--- src/rtl/irq_flag_pkg.sv ---
// Shared field indices, source encoding and decision record for the
// interrupt flag unit. Assumes a flag word of single-bit flags in bits 3:0
// followed by the priority level, with one reserved bit on top.
package irq_flag_pkg;

    // Bit index of each single-bit flag; also the write-mask index
    localparam int F_BANK = 0;
    localparam int F_OVF  = 1;
    localparam int F_IEN  = 2;
    localparam int F_STK  = 3;
    localparam int F_LVL  = 4;   // start of the priority-level field
    localparam int N_BITF = 4;   // number of single-bit flags
    localparam int WM_W   = 5;   // write-mask width

    typedef enum logic {
        SRC_HW = 1'b0,
        SRC_SW = 1'b1
    } irq_src_e;

    // Outcome of the acceptance decision for one cycle
    typedef struct packed {
        logic acc_hw;    // maskable hardware request taken
        logic acc_sw;    // software request taken
        logic clr_stk;   // stack select must drop to 0
    } acc_dec_t;

endpackage

--- src/rtl/irq_accept_arb.sv ---
// Combinational acceptance decision. A hardware request needs the enable
// flag set and a level strictly above the current priority level. A
// software request is always taken. It clears the stack select only
// when its number is below SW_STK_LIMIT.
// Assumes SW_STK_LIMIT fits in SWNUM_W+1 bits.
module irq_accept_arb
    import irq_flag_pkg::*;
#(
    parameter int LVL_W        = 3,
    parameter int SWNUM_W      = 6,
    parameter int SW_STK_LIMIT = 32
) (
    input  logic               req_vld,
    input  logic               req_src,
    input  logic [LVL_W-1:0]   req_lvl,
    input  logic [SWNUM_W-1:0] req_swnum,
    input  logic               ien,
    input  logic [LVL_W-1:0]   ipl,
    output acc_dec_t           dec
);

    localparam logic [SWNUM_W:0] STK_LIM = (SWNUM_W+1)'(SW_STK_LIMIT);

    logic is_sw;
    logic lvl_wins;
    logic low_swnum;

    // Classify the request and compare against the masking state
    always_comb begin
        is_sw     = (irq_src_e'(req_src) == SRC_SW);
        lvl_wins  = (req_lvl > ipl);
        low_swnum = ({1'b0, req_swnum} < STK_LIM);
    end

    // Form the decision record
    always_comb begin
        dec.acc_hw  = req_vld && !is_sw && ien && lvl_wins;
        dec.acc_sw  = req_vld && is_sw;
        dec.clr_stk = dec.acc_hw || (dec.acc_sw && low_swnum);
    end

endmodule

--- src/rtl/irq_flag_bit.sv ---
// One single-bit status flag. An internal update (hw_en) takes priority
// over a direct write (wr_en) in the same cycle.
// Assumes a synchronous active-low reset to 0.
module irq_flag_bit (
    input  logic clk,
    input  logic rst_n,
    input  logic wr_en,
    input  logic wr_val,
    input  logic hw_en,
    input  logic hw_val,
    output logic q
);

    // Hold the flag, internal update first, then direct write
    always_ff @(posedge clk) begin
        if (!rst_n)
            q <= 1'b0;
        else if (hw_en)
            q <= hw_val;
        else if (wr_en)
            q <= wr_val;
    end

endmodule

--- src/rtl/irq_lvl_reg.sv ---
// Processor priority level register. Loading the accepted request's level
// takes priority over a direct write in the same cycle.
// Assumes a synchronous active-low reset to level 0.
module irq_lvl_reg #(
    parameter int LVL_W = 3
) (
    input  logic             clk,
    input  logic             rst_n,
    input  logic             wr_en,
    input  logic [LVL_W-1:0] wr_val,
    input  logic             ld_en,
    input  logic [LVL_W-1:0] ld_val,
    output logic [LVL_W-1:0] q
);

    // Hold the level, acceptance load first, then direct write
    always_ff @(posedge clk) begin
        if (!rst_n)
            q <= '0;
        else if (ld_en)
            q <= ld_val;
        else if (wr_en)
            q <= wr_val;
    end

endmodule

--- src/rtl/irq_flag_ctrl.sv ---
// Interrupt acceptance and status flag unit. It decides whether to take a
// request each cycle. It updates all affected flags at one edge and
// registers the accept strobe, so the strobe and the new flags show in
// the same cycle. Assumes the inputs are synchronous to clk, and a
// synchronous active-low reset.
module irq_flag_ctrl
    import irq_flag_pkg::*;
#(
    parameter int  LVL_W        = 3,
    parameter int  SWNUM_W      = 6,
    parameter int  SW_STK_LIMIT = 32,
    localparam int WORD_W       = LVL_W + 5
) (
    input  logic               clk,
    input  logic               rst_n,
    input  logic               req_vld_i,
    input  logic               req_src_i,
    input  logic [LVL_W-1:0]   req_lvl_i,
    input  logic [SWNUM_W-1:0] req_swnum_i,
    input  logic [WM_W-1:0]    wr_mask_i,
    input  logic [WORD_W-1:0]  wr_data_i,
    input  logic               ovf_vld_i,
    input  logic               ovf_i,
    output logic               ack_o,
    output logic [WORD_W-1:0]  flags_o,
    output logic               bank_sel_o,
    output logic               stk_sel_o
);

    localparam int RSVD_BIT = WORD_W - 1;

    acc_dec_t           dec;
    logic [N_BITF-1:0]  bit_q;
    logic [N_BITF-1:0]  bit_hw_en;
    logic [N_BITF-1:0]  bit_hw_val;
    logic [LVL_W-1:0]   ipl_q;
    logic               ack_q;
    logic               unused_rsvd;

    assign unused_rsvd = wr_data_i[RSVD_BIT];

    irq_accept_arb #(
        .LVL_W        (LVL_W),
        .SWNUM_W      (SWNUM_W),
        .SW_STK_LIMIT (SW_STK_LIMIT)
    ) u_arb (
        .req_vld   (req_vld_i),
        .req_src   (req_src_i),
        .req_lvl   (req_lvl_i),
        .req_swnum (req_swnum_i),
        .ien       (bit_q[F_IEN]),
        .ipl       (ipl_q),
        .dec       (dec)
    );

    // Route internal updates to each single-bit flag
    always_comb begin
        bit_hw_en            = '0;
        bit_hw_val           = '0;
        bit_hw_en[F_OVF]     = ovf_vld_i;
        bit_hw_val[F_OVF]    = ovf_i;
        bit_hw_en[F_IEN]     = dec.acc_hw;
        bit_hw_val[F_IEN]    = 1'b0;
        bit_hw_en[F_STK]     = dec.clr_stk;
        bit_hw_val[F_STK]    = 1'b0;
    end

    genvar gi;
    generate
        for (gi = 0; gi < N_BITF; gi++) begin : g_bitf
            irq_flag_bit u_bit (
                .clk    (clk),
                .rst_n  (rst_n),
                .wr_en  (wr_mask_i[gi]),
                .wr_val (wr_data_i[gi]),
                .hw_en  (bit_hw_en[gi]),
                .hw_val (bit_hw_val[gi]),
                .q      (bit_q[gi])
            );
        end
    endgenerate

    irq_lvl_reg #(
        .LVL_W (LVL_W)
    ) u_lvl (
        .clk    (clk),
        .rst_n  (rst_n),
        .wr_en  (wr_mask_i[F_LVL]),
        .wr_val (wr_data_i[F_LVL +: LVL_W]),
        .ld_en  (dec.acc_hw),
        .ld_val (req_lvl_i),
        .q      (ipl_q)
    );

    // Register the accept strobe so it lines up with the flag update
    always_ff @(posedge clk) begin
        if (!rst_n)
            ack_q <= 1'b0;
        else
            ack_q <= dec.acc_hw | dec.acc_sw;
    end

    // Assemble the flag word and the select outputs
    always_comb begin
        flags_o                    = '0;
        flags_o[N_BITF-1:0]        = bit_q;
        flags_o[F_LVL +: LVL_W]    = ipl_q;
        flags_o[RSVD_BIT]          = 1'b0;
        bank_sel_o                 = bit_q[F_BANK];
        stk_sel_o                  = bit_q[F_STK];
        ack_o                      = ack_q;
    end

endmodule

--- config.mk ---
export PLATFORM = sky130hd
export DESIGN_NAME = irq_flag_ctrl
export DESIGN_NICKNAME = d
export VERILOG_FILES = /design/src/rtl/irq_flag_pkg.sv /design/src/rtl/irq_accept_arb.sv /design/src/rtl/irq_flag_bit.sv /design/src/rtl/irq_lvl_reg.sv /design/src/rtl/irq_flag_ctrl.sv
export SDC_FILE = /design/constraint.sdc
export NUM_CORES = 1
export LEC_CHECK = 0
export BUFFER_PORTS_ARGS = -buffer_cell sky130_fd_sc_hd__buf_2
export CAP_MARGIN = 10
export CORE_MARGIN = 2
export CORE_UTILIZATION = 36
export DETAILED_ROUTE_END_ITERATION = 12
export GPL_TIMING_DRIVEN = 1
export HOLD_SLACK_MARGIN = 0.15
export PLACE_DENSITY = 0.76
export SLEW_MARGIN = 20
export SYNTH_ARGS = -nofsm -noshare
export SYNTH_HDL_FRONTEND = slang
export SYNTH_SLANG_ARGS = --single-unit
--- constraint.sdc ---
create_clock -name clk -period 1.9 [get_ports clk]
set_input_delay 0.19 -clock clk [delete_from_list [all_inputs] [get_ports clk]]
set_output_delay 0.19 -clock clk [all_outputs]
set_load 0.02 [all_outputs]
After elaboration in Yosys (flattened, before gate mapping)
Index checks and enable logic that the tools add are counted.

Input port bits: 28. Word-level logic and storage cells: 25. Flip-flop bits (word level): 8. Output and inout port bits: 11.

Bitwise gates (word level): 2. Reduce and logical (&&, ||, !) cells: 11. $lt $le $gt $ge: 2. Multiplexer cells: 4.

Operators by type and width (count): 6-bit < comparator (second input constant) (1); 3-bit two-way mux (2); 1-bit logical AND (5); 2-bit nonzero test (2); 2-bit OR reduction (2); 3-bit > comparator (1); 1-bit two-way mux (2); 1-bit zero test (1); 1-bit logical OR (1); 1-bit inverter (1); 1-bit OR (1).

Depth between registers and ports, before layout
Gate-level depths: netlist of run 1.

Word-level depth: 6. Depth in mapped cells: 6. Depth with buffers taken out: 6.

By module
Synthesis of run 1 repeated with hierarchy kept, for this count alone.

Cells, all modules: 49. Area, all modules: 489.2 µm².

Modules (own cells, without submodules): irq_flag_bit (area an instance 47.5 µm², seq. area each 20.0 µm², times used 4, cells an instance 4); irq_lvl_reg (area an instance 142.6 µm², seq. area each 60.1 µm², times used 1, cells an instance 12); irq_accept_arb (area an instance 102.6 µm², seq. area each 0.0 µm², times used 1, cells an instance 15); irq_flag_ctrl (area an instance 53.8 µm², seq. area each 20.0 µm², times used 1, cells an instance 6).

Worst setup path before layout of run 1
OpenSTA, ideal clock, no wires.

Path kind: flip-flop to flip-flop. Start point: reg u_lvl.q[2]. End point: reg g_bitf[2].u_bit.q. Data arrival time: 1.393 ns. Buffers on the path: 0. Period minus slack after synthesis: 1.508 ns. Setup slack: 0.392 ns. Required time: 1.784 ns. Setup time: 0.116 ns. Cell stages (with the launch flop): 6. Cells stage by stage: dfxtp_1 > inv_1 > ha_1 > a311oi_2 > nand2_2 > and3_1.

Longest elaborated chain between the ends: 3.

Ends and longest elaborated chain: start: declaration (line irq_lvl_reg.sv:13) `output logic [LVL_W-1:0] q`; start signal: assignment (line irq_lvl_reg.sv:21) `q <= ld_val;`; start signal: assignment (line irq_lvl_reg.sv:23) `q <= wr_val;`; 3-bit > comparator (line irq_accept_arb.sv:31) `lvl_wins = (req_lvl > ipl);`; 1-bit logical AND (line irq_accept_arb.sv:37) `dec.acc_hw = req_vld && !is_sw && ien && lvl_wins;`; 2-bit OR reduction (no source line); end signal: assignment (line irq_flag_bit.sv:19) `q <= hw_val;`; end signal: assignment (line irq_flag_bit.sv:21) `q <= wr_val;`; end: declaration (line irq_flag_bit.sv:11) `output logic q`.

Every way passes these cells. A chain may end at the register's enable or synchronous reset.

Final worst setup path of run 1
Ends and elaborated chain as after synthesis.

==> metrics.md, run 1 <==
| Metric | Value |
|---|---|
| Average wire length per cell after detail routing | `roughly 11 um` |
| Placeable core region | `1160 um2` |
| Worst-skew pair later-pin latency | `250 ps` |
| Initial antenna violation count | `0` |
| CTS Hold Bufs | `0` |
| Unrepaired setup endpoints after global routing | `no` |
| TritonCTS Sinks | `8` |
| TritonCTS Buffers | `3` |
| Int Pwr | `approximately 300 uW` |
| Sw Ratio | `0.283` |
| Wire length on met3 | `101 um` |
| Fraction of final layout cells sized beyond drive strength 1 | `0.481` |
| Routed Wire Length | `roughly 990 um` |
| Num ports | `39` |
| Residual DRC count | `0` |
| Total negative slack | `0 ps` |
| Final Instance Count excl. Fillers | `93` |
| Worst clock skew on the final layout | `approximately 3.8 ps` |
| Via-per-instance ratio | `4.80` |
| Highest net fanout along the worst path | `6` |
| Remaining antenna violation count | `0` |
| Number of buffers between clock root and the deepest sink | `2` |
| Via count of the first global-routing pass | `390` |
| Final instance area | `around 620 um2` |
| Pwr/cell area | `approximately 670 nW/um2` |
| Max H-tree Level | `1` |
| Layout filler cell count | `~120` |
| Area overhead of the layout relative to synthesis | `32.9%` |
| Cell Rows | `12` |
| Clock tree root driver cell | `sky130_fd_sc_hd__clkbuf_4` |
| Worst-case vdd ir drop | `just under 0.3 mV` |
| M1 WL | `between 300 and 400 um` |
| NetSw | `around 120 uW` |
| Synthesized area per cell | `9.18 um2` |
| Cells after synthesis | `51` |
| CP top delay family | `flip-flops` |
| Number of detailed-route iterations in the first pass | `4` |
| Stage delay of the slowest cell on the critical path | `340 ps` |
| Antenna fix cells | `0` |
| Total GRT Usage | `0.142` |
| Sort of element at the end of the critical path | `register` |
| Die X-Extent | `~40 um` |
| Die ar. | `approximately 1600 um2` |
| Grt total ovfl | `0` |
| CP cell instances | `inv_1 -> ha_1 -> a311oi_2 -> nand2_2 -> and3_1` |
| Yosys Warn Count | `0` |
| Cells after DPL | `90` |
| Number of library cell types mapped by synthesis | `21` |
| Critical Path Slowest Stage Cell | `sky130_fd_sc_hd__dfxtp_1` |
| Number of input and output port buffers inserted | `31` |
| PostCTS Resize Cnt | `0` |
| Net count reported at finish | `around 110` |
| Final critical-path required period | `around 1400 ps` |
| Worst path required time | `2050 ps` |
| Netlist area before placement | `roughly 470 um2` |
| Portion of the clock cycle consumed by the worst path in the final layout | `0.757` |
| Type of element launching the critical path | `register` |
| GPL Wtd Cong | `0.739` |
| Number of synthesized register bits | `8` |
| Largest net degree at the start of global routing | `12` |
| Number of DRC markers after the initial detailed-route iteration | `5` |
| Worst path buffer plus inverter count | `1` |
| Setup-failing EPs final | `0` |
| Combinational cell fraction of total power | `0.245` |
| Final Hold Viols | `0` |
| Initial Utilization | `0.405` |
| Final hold slack | `about 190 ps` |
| Wire length of the first global-routing pass | `between 1000 and 1500 um` |
| Post-CTS setup buffers | `0` |
| Run status | `finished clean` |
| Post-synthesis net count | `82` |
| Die boundary height | `approximately 40 um` |
| Top sig layer | `met3` |
| Total number of vias | `approximately 450` |
| Clock tree from TritonCTS | `built` |
| Max-cap violations | `0` |
| Hold Crit Class | `input pin to register` |
| Clock power frac | `0.310` |
| Kind of critical path | `register to register` |
| Placed cell areas | `599 um2` |
| Sequential Power Share | `0.445` |
| Sequential cell area fraction in the yosys report | `0.342` |
| Leak | `between 0.0003 and 0.0004 uW` |
| Achievable clock frequency | `a little under 700 MHz` |
| Signal arrival time at the worst endpoint | `about 1600 ps` |
| Max-slew violations | `0` |
| Routed length on met2 | `a little over 500 um` |
| Clock transition at path regs | `~60 ps` |
[cell families after synthesis]
group / share of synthesized area
fa+ha+maj: 0.0802
compound gates: 0.152
buf+inv: 0.112
mux: 0.155
other cells: 0.00801
simple gates: 0.150
flops: 0.342
[registers in the layout (all words and copies together), names as in the netlist]
signal,flops
g_bitf.u_bit.q,4
u_lvl.q,3
ack_o,1
[worst reg2reg max path: stages (launching register included)]
cell and delay [ps]:
sky130_fd_sc_hd__dfxtp_1 340, sky130_fd_sc_hd__inv_1 50, sky130_fd_sc_hd__ha_1 310, sky130_fd_sc_hd__a311oi_2 290, sky130_fd_sc_hd__nand2_2 150, sky130_fd_sc_hd__and3_1 190
[cell usage in the layout, fill, tap and decap left out, types with 2 or more instances in the layout]
cell type and n:
sky130_fd_sc_hd__dfxtp_1 8, sky130_fd_sc_hd__o211ai_1 3, sky130_fd_sc_hd__inv_1 3, sky130_fd_sc_hd__nand2_1 7, sky130_fd_sc_hd__clkbuf_4 3, sky130_fd_sc_hd__nand2b_1 3, sky130_fd_sc_hd__mux2_2 2, sky130_fd_sc_hd__ha_1 3
sky130_fd_sc_hd__buf_2 31, sky130_fd_sc_hd__mux2i_1 5
[cells in the mapped netlist]
library cell | n | share of area
sky130_fd_sc_hd__a21boi_1 | 1 | 0.016
sky130_fd_sc_hd__a21oi_1 | 1 | 0.011
sky130_fd_sc_hd__a311oi_2 | 1 | 0.032
sky130_fd_sc_hd__and2_1 | 1 | 0.013
sky130_fd_sc_hd__and3_1 | 1 | 0.013
sky130_fd_sc_hd__buf_4 | 5 | 0.080
sky130_fd_sc_hd__clkbuf_1 | 1 | 0.0080
sky130_fd_sc_hd__conb_1 | 1 | 0.0080
sky130_fd_sc_hd__dfxtp_1 | 8 | 0.34
sky130_fd_sc_hd__ha_1 | 3 | 0.080
sky130_fd_sc_hd__inv_1 | 3 | 0.024
sky130_fd_sc_hd__mux2_2 | 2 | 0.048
sky130_fd_sc_hd__mux2i_1 | 5 | 0.11
sky130_fd_sc_hd__nand2_1 | 7 | 0.056
sky130_fd_sc_hd__nand2_2 | 1 | 0.013
sky130_fd_sc_hd__nand2b_1 | 3 | 0.040
sky130_fd_sc_hd__nor2b_1 | 1 | 0.013
sky130_fd_sc_hd__o2111a_1 | 1 | 0.024
sky130_fd_sc_hd__o211ai_1 | 3 | 0.048
sky130_fd_sc_hd__o21ai_0 | 1 | 0.011
sky130_fd_sc_hd__o21ai_1 | 1 | 0.011
[per-layer routing]
layer / global-route usage / up-vias
li1: - / 229
met1: 0.133 / 192
met2: 0.258 / 25
met3: 0.0389 / 0
met4: 0.103 / 0
met5: 0 / -
[path summary, 6_finish.rpt]
kind / to / slack, ps / depth (start not counted) / from
setup / recovery: g_bitf[2].u_bit.q / 460 / 5 / u_lvl.q[2]
setup reg to reg: g_bitf[2].u_bit.q / 460 / 5 / u_lvl.q[2]
hold / removal: u_lvl.q[1] / 190 / 3 / req_lvl_i[1]
hold reg to reg: g_bitf[0].u_bit.q / 550 / 2 / g_bitf[0].u_bit.q
[power by group through the flow]
stage | combinational [uW] | clock [uW] | sequential (uW)
after floorplan | 58.0 | 0 | 200
after global placement | 101 | 0 | 189
after detailed placement | 104 | 0 | 190
after CTS | 104 | 138 | 186
after global routing | 115 | 140 | 188
final | 102 | 129 | 186
[layout make-up]
class	instances	area [um2]	area share
multi-input cells	34	255	0.410
clock buffers	3	22.5	0.0362
inverters	3	11.3	0.0181
well taps	14	17.5	0.0282
flip-flops and latches	8	160	0.258
repair buffers	31	155	0.249
[through the flow]
stage	total power, uW	util	setup slack [ps]
floorplan	258	-	392
detailed placement	293	0.518	462
finish	418	0.538	462
global placement	289	0.518	467
CTS	428	0.538	444
global route	444	0.538	354
(Power assumes the default switching activity.)
==> run 2: changes to the inputs <==
--- a/config.mk
+++ b/config.mk
@@ -5,14 +5,15 @@
 export SDC_FILE = /design/constraint.sdc
 export NUM_CORES = 1
 export LEC_CHECK = 0
+export ABC_AREA = 1
 export BUFFER_PORTS_ARGS = -buffer_cell sky130_fd_sc_hd__buf_2
 export CAP_MARGIN = 10
 export CORE_MARGIN = 2
-export CORE_UTILIZATION = 36
+export CORE_UTILIZATION = 38
 export DETAILED_ROUTE_END_ITERATION = 12
 export GPL_TIMING_DRIVEN = 1
 export HOLD_SLACK_MARGIN = 0.15
-export PLACE_DENSITY = 0.76
+export PLACE_DENSITY = 0.77
 export SLEW_MARGIN = 20
 export SYNTH_ARGS = -nofsm -noshare
 export SYNTH_HDL_FRONTEND = slang
==> constraint.sdc (replaced) <==
create_clock -name clk -period 1.4 [get_ports clk]
set_input_delay 0.14 -clock clk [delete_from_list [all_inputs] [get_ports clk]]
set_output_delay 0.14 -clock clk [all_outputs]
set_load 0.02 [all_outputs]
==> metrics.md, run 2 <==
| Metric | Value |
|---|---|
| HPWL after DPL | `889 um` |
| Yosys Warn Count | `0` |
| Residual DRC count | `0` |
| Final instance area | `around 790 um2` |
| Achievable clock frequency | `roughly 740 MHz` |
| Max-cap violations | `0` |
| Area overhead of the layout relative to synthesis | `53.4%` |
| Hold Crit Class | `input pin to register` |
| Routed Wire Length | `between 1000 and 1500 um` |
| Register bank with the most flops | `g_bitf.u_bit.q` |
| Cell taking the most area after synthesis | `sky130_fd_sc_hd__dfxtp_1` |
| Cells after DPL | `110` |
| Worst path required time | `1570 ps` |
| Fraction of final layout cells sized beyond drive strength 1 | `0.573` |
| Type of element launching the critical path | `register` |
| TritonCTS Sinks | `8` |
| Total number of vias | `543` |
| Proportion of netlist area held by the largest area contributor | `0.311` |
| Most common library cell in the layout ignoring fill and taps | `sky130_fd_sc_hd__buf_2` |
| Cells after synthesis | `around 70` |
| Setup-failing EPs final | `0` |
| Layout filler cell count | `123` |
| Initial Utilization | `0.401` |
| Signal arrival time at the worst endpoint | `around 1500 ps` |
| Average wire length per cell after detail routing | `around 10 um` |
| Max-slew violations | `0` |
| Worst clock skew on the final layout | `around 2.2 ps` |
| Highest net fanout along the worst path | `8` |
| Number of library cell types mapped by synthesis | `19` |
| Sequential cell area fraction in the yosys report | `0.311` |
| Initial antenna violation count | `0` |
| Leak | `0.000429 uW` |
| Final total power | `about 620 uW` |
| Total negative slack | `0 ps` |
| Via count of the first global-routing pass | `442` |
| Final critical-path required period | `between 1000 and 1500 ps` |
| Total GRT Usage | `0.158` |
| Die boundary height | `between 40 and 50 um` |
| Via-per-instance ratio | `roughly 4.6` |
| Largest net degree at the start of global routing | `9` |
| Multi-input gate area | `roughly 340 um2` |
| Number of synthesized register bits | `8` |
| Fraction of registers with async set or reset after synthesis | `0` |
| Netlist area before placement | `515 um2` |
| Pwr/cell area | `roughly 800 nW/um2` |
| Run status | `finished clean` |
| GPL Wtd Cong | `0.724` |
| Placed cell areas | `between 600 and 700 um2` |
| Net count reported at finish | `around 140` |
| Post-synthesis net count | `100` |
| Num ports | `39` |
| Grt total ovfl | `0` |
| Die X-Extent | `just over 40 um` |
| Flip-flop cell with the highest count after synthesis | `sky130_fd_sc_hd__dfxtp_1` |
| Worst-case vdd ir drop | `approximately 0.66 mV` |
| Clock tree root driver cell | `sky130_fd_sc_hd__clkbuf_4` |
| Max H-tree Level | `1` |
| Most instantiated library cell after synthesis | `sky130_fd_sc_hd__nand2_1` |
| Final Hold Viols | `0` |
| Remaining antenna violation count | `0` |
| Sequential cell area | `164 um2` |
| Number of DRC markers after the initial detailed-route iteration | `6` |
| Worst-skew pair later-pin latency | `~250 ps` |
| TritonCTS Buffers | `3` |
| Wire length of the first global-routing pass | `approximately 1600 um` |
| Flip-flop count of the largest register, all copies and words added | `4` |
| Final Instance Count excl. Fillers | `~120` |
| Antenna fix cells | `0` |
| Placeable core region | `1280 um2` |
| Biggest area contributors in the synthesized netlist | `sky130_fd_sc_hd__dfxtp_1, sky130_fd_sc_hd__nand2_1, sky130_fd_sc_hd__inv_1` |
| Die ar. | `around 1700 um2` |
| Commonest non-fill, non-tap cells in the layout | `sky130_fd_sc_hd__buf_2, sky130_fd_sc_hd__inv_1, sky130_fd_sc_hd__nand2_1` |
| Synthesized area per cell | `approximately 7.5 um2` |
| Clock transition at path regs | `50 ps` |
| Portion of the clock cycle consumed by the worst path in the final layout | `0.961` |
| Kind of critical path | `register to register` |
| Clock tree from TritonCTS | `built` |
| Number of input and output port buffers inserted | `31` |
| Cell Rows | `13` |
| Most used standard cells in the synthesized netlist | `sky130_fd_sc_hd__nand2_1, sky130_fd_sc_hd__inv_1, sky130_fd_sc_hd__dfxtp_1` |
| Number of buffers between clock root and the deepest sink | `2` |
| Number of detailed-route iterations in the first pass | `4` |
| Post-synth EDFFs | `0` |
| Sort of element at the end of the critical path | `register` |
## run 2: cell families after synthesis
logic type,count (synthesis),synth area share
DFF,8,0.311
muxes,3,0.0583
AOI/OAI and AO/OA,8,0.0898
other,1,0.00727
buffers and inverters,18,0.167
and+or+nand+nor,28,0.294
adders and majority gates,3,0.0728
## run 2: final cells by class
class                   count  area share
multi-input cells          43       0.426
repair buffers             36       0.253
flip-flops and latches      8       0.207
clock buffers               3      0.0285
inverters                  13      0.0617
well taps                  15      0.0237
## run 2: power breakdown
group	total, uW	internal [uW]	switching, uW
combinational	201	91.7	109
clock	169	97.6	71.2
sequential	255	244	10.5
## run 2: layer usage
metal,up-vias,part of all wire,GRT usage
li1,280,-,-
met1,246,0.37,0.152
met2,17,0.56,0.273
met3,0,0.064,0.0978
met4,0,0,0.0500
met5,-,0,0
## run 2: metrics by stage
step                utilization  setup slack [ps]  hold slack [ps]
floorplan                     -              41.9              233
global placement          0.508              68.0              327
detailed placement        0.508              46.3              346
CTS                       0.549              40.3              164
global route              0.615             -35.6              192
finish                    0.615              54.5              171
## run 2: path summary, 6_finish.rpt
path,start,endpoint,slack [ps],depth (start not counted)
max,u_lvl.q[1],g_bitf[3].u_bit.q,50,8
min,rst_n,g_bitf[1].u_bit.q,170,3
max reg2reg,u_lvl.q[1],g_bitf[3].u_bit.q,50,8
min reg2reg,u_lvl.q[0],u_lvl.q[0],480,2
## run 2: worst max-delay path, stage by stage, from the launching register on
cell and delay (ps):
sky130_fd_sc_hd__dfxtp_2 350, sky130_fd_sc_hd__inv_2 50, sky130_fd_sc_hd__ha_4 280, sky130_fd_sc_hd__nand2_4 50, sky130_fd_sc_hd__nor2_4 120, sky130_fd_sc_hd__nor2_4 60
sky130_fd_sc_hd__nand2_4 120, sky130_fd_sc_hd__nand2_1 110, sky130_fd_sc_hd__nor3_2 130
## run 2: what timing repair did
item                       4_1_cts  5_1_grt
setup endpoints to repair        0        5
buffers inserted                 0        2
resized for setup                0       17
hold endpoints to repair         2        0
hold buffers                     3        0
==> run 3: changes to the inputs <==
--- a/config.mk
+++ b/config.mk
@@ -8,12 +8,15 @@
 export ABC_AREA = 1
 export BUFFER_PORTS_ARGS = -buffer_cell sky130_fd_sc_hd__buf_2
 export CAP_MARGIN = 10
+export CELL_PAD_IN_SITES_DETAIL_PLACEMENT = 1
+export CELL_PAD_IN_SITES_GLOBAL_PLACEMENT = 1
 export CORE_MARGIN = 2
-export CORE_UTILIZATION = 38
+export CORE_UTILIZATION = 25
 export DETAILED_ROUTE_END_ITERATION = 12
 export GPL_TIMING_DRIVEN = 1
 export HOLD_SLACK_MARGIN = 0.15
-export PLACE_DENSITY = 0.77
+export PLACE_DENSITY_LB_ADDON = 0.1
+export REMOVE_ABC_BUFFERS = 1
 export SLEW_MARGIN = 20
 export SYNTH_ARGS = -nofsm -noshare
 export SYNTH_HDL_FRONTEND = slang
==> metrics.md, run 3 (synthesis results as in run 2) <==
| Metric | Value |
|---|---|
| Flip-flop count of the largest register, all copies and words added | `4` |
| Antenna fix cells | `0` |
| Die ar. | `approximately 2400 um2` |
| Die X-Extent | `about 49 um` |
| Total number of vias | `~560` |
| Final critical-path required period | `1300 ps` |
| Total GRT Usage | `0.119` |
| Cell Rows | `16` |
| Slack of the worst reg-to-reg path | `around 96 ps` |
| Wire length of the first global-routing pass | `around 2200 um` |
| Average wire length per cell after detail routing | `~10 um` |
| TritonCTS Sinks | `8` |
| Setup-failing EPs final | `0` |
| Residual DRC count | `0` |
| Sequential Power Share | `0.413` |
| Routed Wire Length | `about 1300 um` |
| Sw Ratio | `0.301` |
| Core occupancy in the finished layout | `0.403` |
| CP cell instances | `ha_1 -> inv_1 -> nor2_4 -> nor2_4 -> nand2_4 -> buf_4 -> a21oi_1` |
| Worst-skew pair later-pin latency | `around 250 ps` |
| CP top delay family | `flip-flops` |
| Achievable clock frequency | `767 MHz` |
| Largest net degree at the start of global routing | `9` |
| TritonCTS Buffers | `3` |
| Clock transition at path regs | `~50 ps` |
| Grt total ovfl | `0` |
| Final Hold Viols | `0` |
| Register bank with the most flops | `g_bitf.u_bit.q` |
| Worst-case vdd ir drop | `0.317 mV` |
| Run status | `finished clean` |
| Remaining antenna violation count | `0` |
| Initial Utilization | `0.263` |
| Worst path required time | `roughly 1600 ps` |
| Highest net fanout along the worst path | `8` |
| Total negative slack | `0 ps` |
| Kind of critical path | `register to register` |
| Number of detailed-route iterations in the first pass | `1` |
| Number of buffers between clock root and the deepest sink | `2` |
| Signal arrival time at the worst endpoint | `around 1500 ps` |
| Worst clock skew on the final layout | `roughly 2.5 ps` |
| Max-cap violations | `0` |
| Num ports | `39` |
| Fraction of final layout cells sized beyond drive strength 1 | `0.495` |
| Number of input and output port buffers inserted | `31` |
| Sort of element at the end of the critical path | `register` |
| Via count of the first global-routing pass | `approximately 570` |
| GPL Wtd Cong | `between 0.6 and 0.7` |
| Max H-tree Level | `1` |
| Via-per-instance ratio | `4.23` |
| Critical Path Slowest Stage Cell | `sky130_fd_sc_hd__dfxtp_1` |
| Min-Delay Startpoint | `wr_mask_i[2]` |
| Clock tree root driver cell | `sky130_fd_sc_hd__clkbuf_4` |
| Max-slew violations | `0` |
| Type of element launching the critical path | `register` |
| Placeable core region | `slightly below 2000 um2` |
| Net count reported at finish | `roughly 140` |
| Pwr/cell area | `approximately 780 nW/um2` |
| Worst setup startpoint | `u_lvl.q[0]` |
| Unrepaired setup endpoints after global routing | `no` |
| Startpoint of the lowest-slack register-to-register path | `u_lvl.q[0]` |
| Most common library cell in the layout ignoring fill and taps | `sky130_fd_sc_hd__buf_2` |
| Combinational cell fraction of total power | `0.313` |
| Worst setup slack before clock tree synthesis | `18.4 ps` |
| Commonest non-fill, non-tap cells in the layout | `sky130_fd_sc_hd__buf_2, sky130_fd_sc_hd__nand2_1, sky130_fd_sc_hd__inv_1` |
| NetSw | `between 150 and 200 uW` |
| Clock tree from TritonCTS | `built` |
| Die boundary height | `a little under 50 um` |
| Worst path buffer plus inverter count | `2` |
| Area overhead of the layout relative to synthesis | `53.4%` |
| Int Pwr | `roughly 430 uW` |
| Leak | `between 0.0004 and 0.0005 uW` |
| Most frequent cell on the critical path | `sky130_fd_sc_hd__nor2_4` |
| Clock power frac | `0.275` |
| Stage delay of the slowest cell on the critical path | `roughly 320 ps` |
| HPWL after DPL | `between 1000 and 1500 um` |
| Portion of the clock cycle consumed by the worst path in the final layout | `0.932` |
| Setup slack of the critical path after layout | `approximately 96 ps` |
| Hold Crit Class | `input pin to register` |
| Initial antenna violation count | `0` |
| Number of DRC markers after the initial detailed-route iteration | `0` |
==> run 3: cell types whose count changed in the layout (fill, tap and decap cells not counted), sizes merged <==
cell / before / now
dlygate4sd3: 3 / 4
buf: 33 / 34
==> run 3: timing repair <==
item | in CTS | in global routing
hold endpoints to repair | 3 | 0
hold buffers | 4 | 0
setup endpoints to repair | 0 | 5
setup buffers | 0 | 1
resized for setup | 0 | 9
==> run 3: worst register-to-register path: stages, from the launching register on <==
cell	delay (ps)
sky130_fd_sc_hd__dfxtp_1	320
sky130_fd_sc_hd__ha_1	270
sky130_fd_sc_hd__inv_1	100
sky130_fd_sc_hd__nor2_4	40
sky130_fd_sc_hd__nor2_4	160
sky130_fd_sc_hd__nand2_4	100
sky130_fd_sc_hd__buf_4	140
sky130_fd_sc_hd__a21oi_1	110
==> run 3: path summary, 6_finish.rpt <==
check             cells past startpoint                end
setup / recovery                      7              ack_o
hold / removal                        3  g_bitf[2].u_bit.q
setup reg to reg                      7              ack_o
hold reg to reg                       2         u_lvl.q[0]
==> run 3: cell type report <==
| class | count | area [um2] |
|---|---|---|
| clock buffers | 3 | 22.5 |
| flip-flops and latches | 8 | 163 |
| multi-input cells | 43 | 305 |
| repair buffers | 38 | 218 |
| well taps | 27 | 33.8 |
| inverters | 13 | 48.8 |
| fillers | 271 | 1170 |
==> run 3: routing by layer <==
| metal | track usage | vias to the layer above | part of all wire |
|---|---|---|---|
| met5 | 0 | - | 0 |
| met4 | 0.0556 | 0 | 0.0082 |
| met3 | 0.0399 | 2 | 0.073 |
| met2 | 0.212 | 21 | 0.51 |
| met1 | 0.124 | 248 | 0.41 |
| li1 | - | 287 | - |
==> run 3: through the flow <==
| stage | area (um2) | hold slack (ps) | total power, uW | cells |
|---|---|---|---|---|
| after floorplan | 478 | 233 | 352 | 64 |
| after global placement | 682 | 330 | 418 | 124 |
| after detailed placement | 682 | 345 | 423 | 124 |
| after CTS | 744 | 167 | 606 | 131 |
| after global routing | 791 | 186 | 661 | 132 |
| final | 791 | 172 | 613 | 132 |
==> run 3: power by group through the flow <==
stage,combinational [uW],sequential [uW],clock (uW)
after CTS,176,252,179
after floorplan,73.1,279,0
after global routing,215,254,192
after detailed placement,167,256,0
final,192,253,168
after global placement,163,256,0
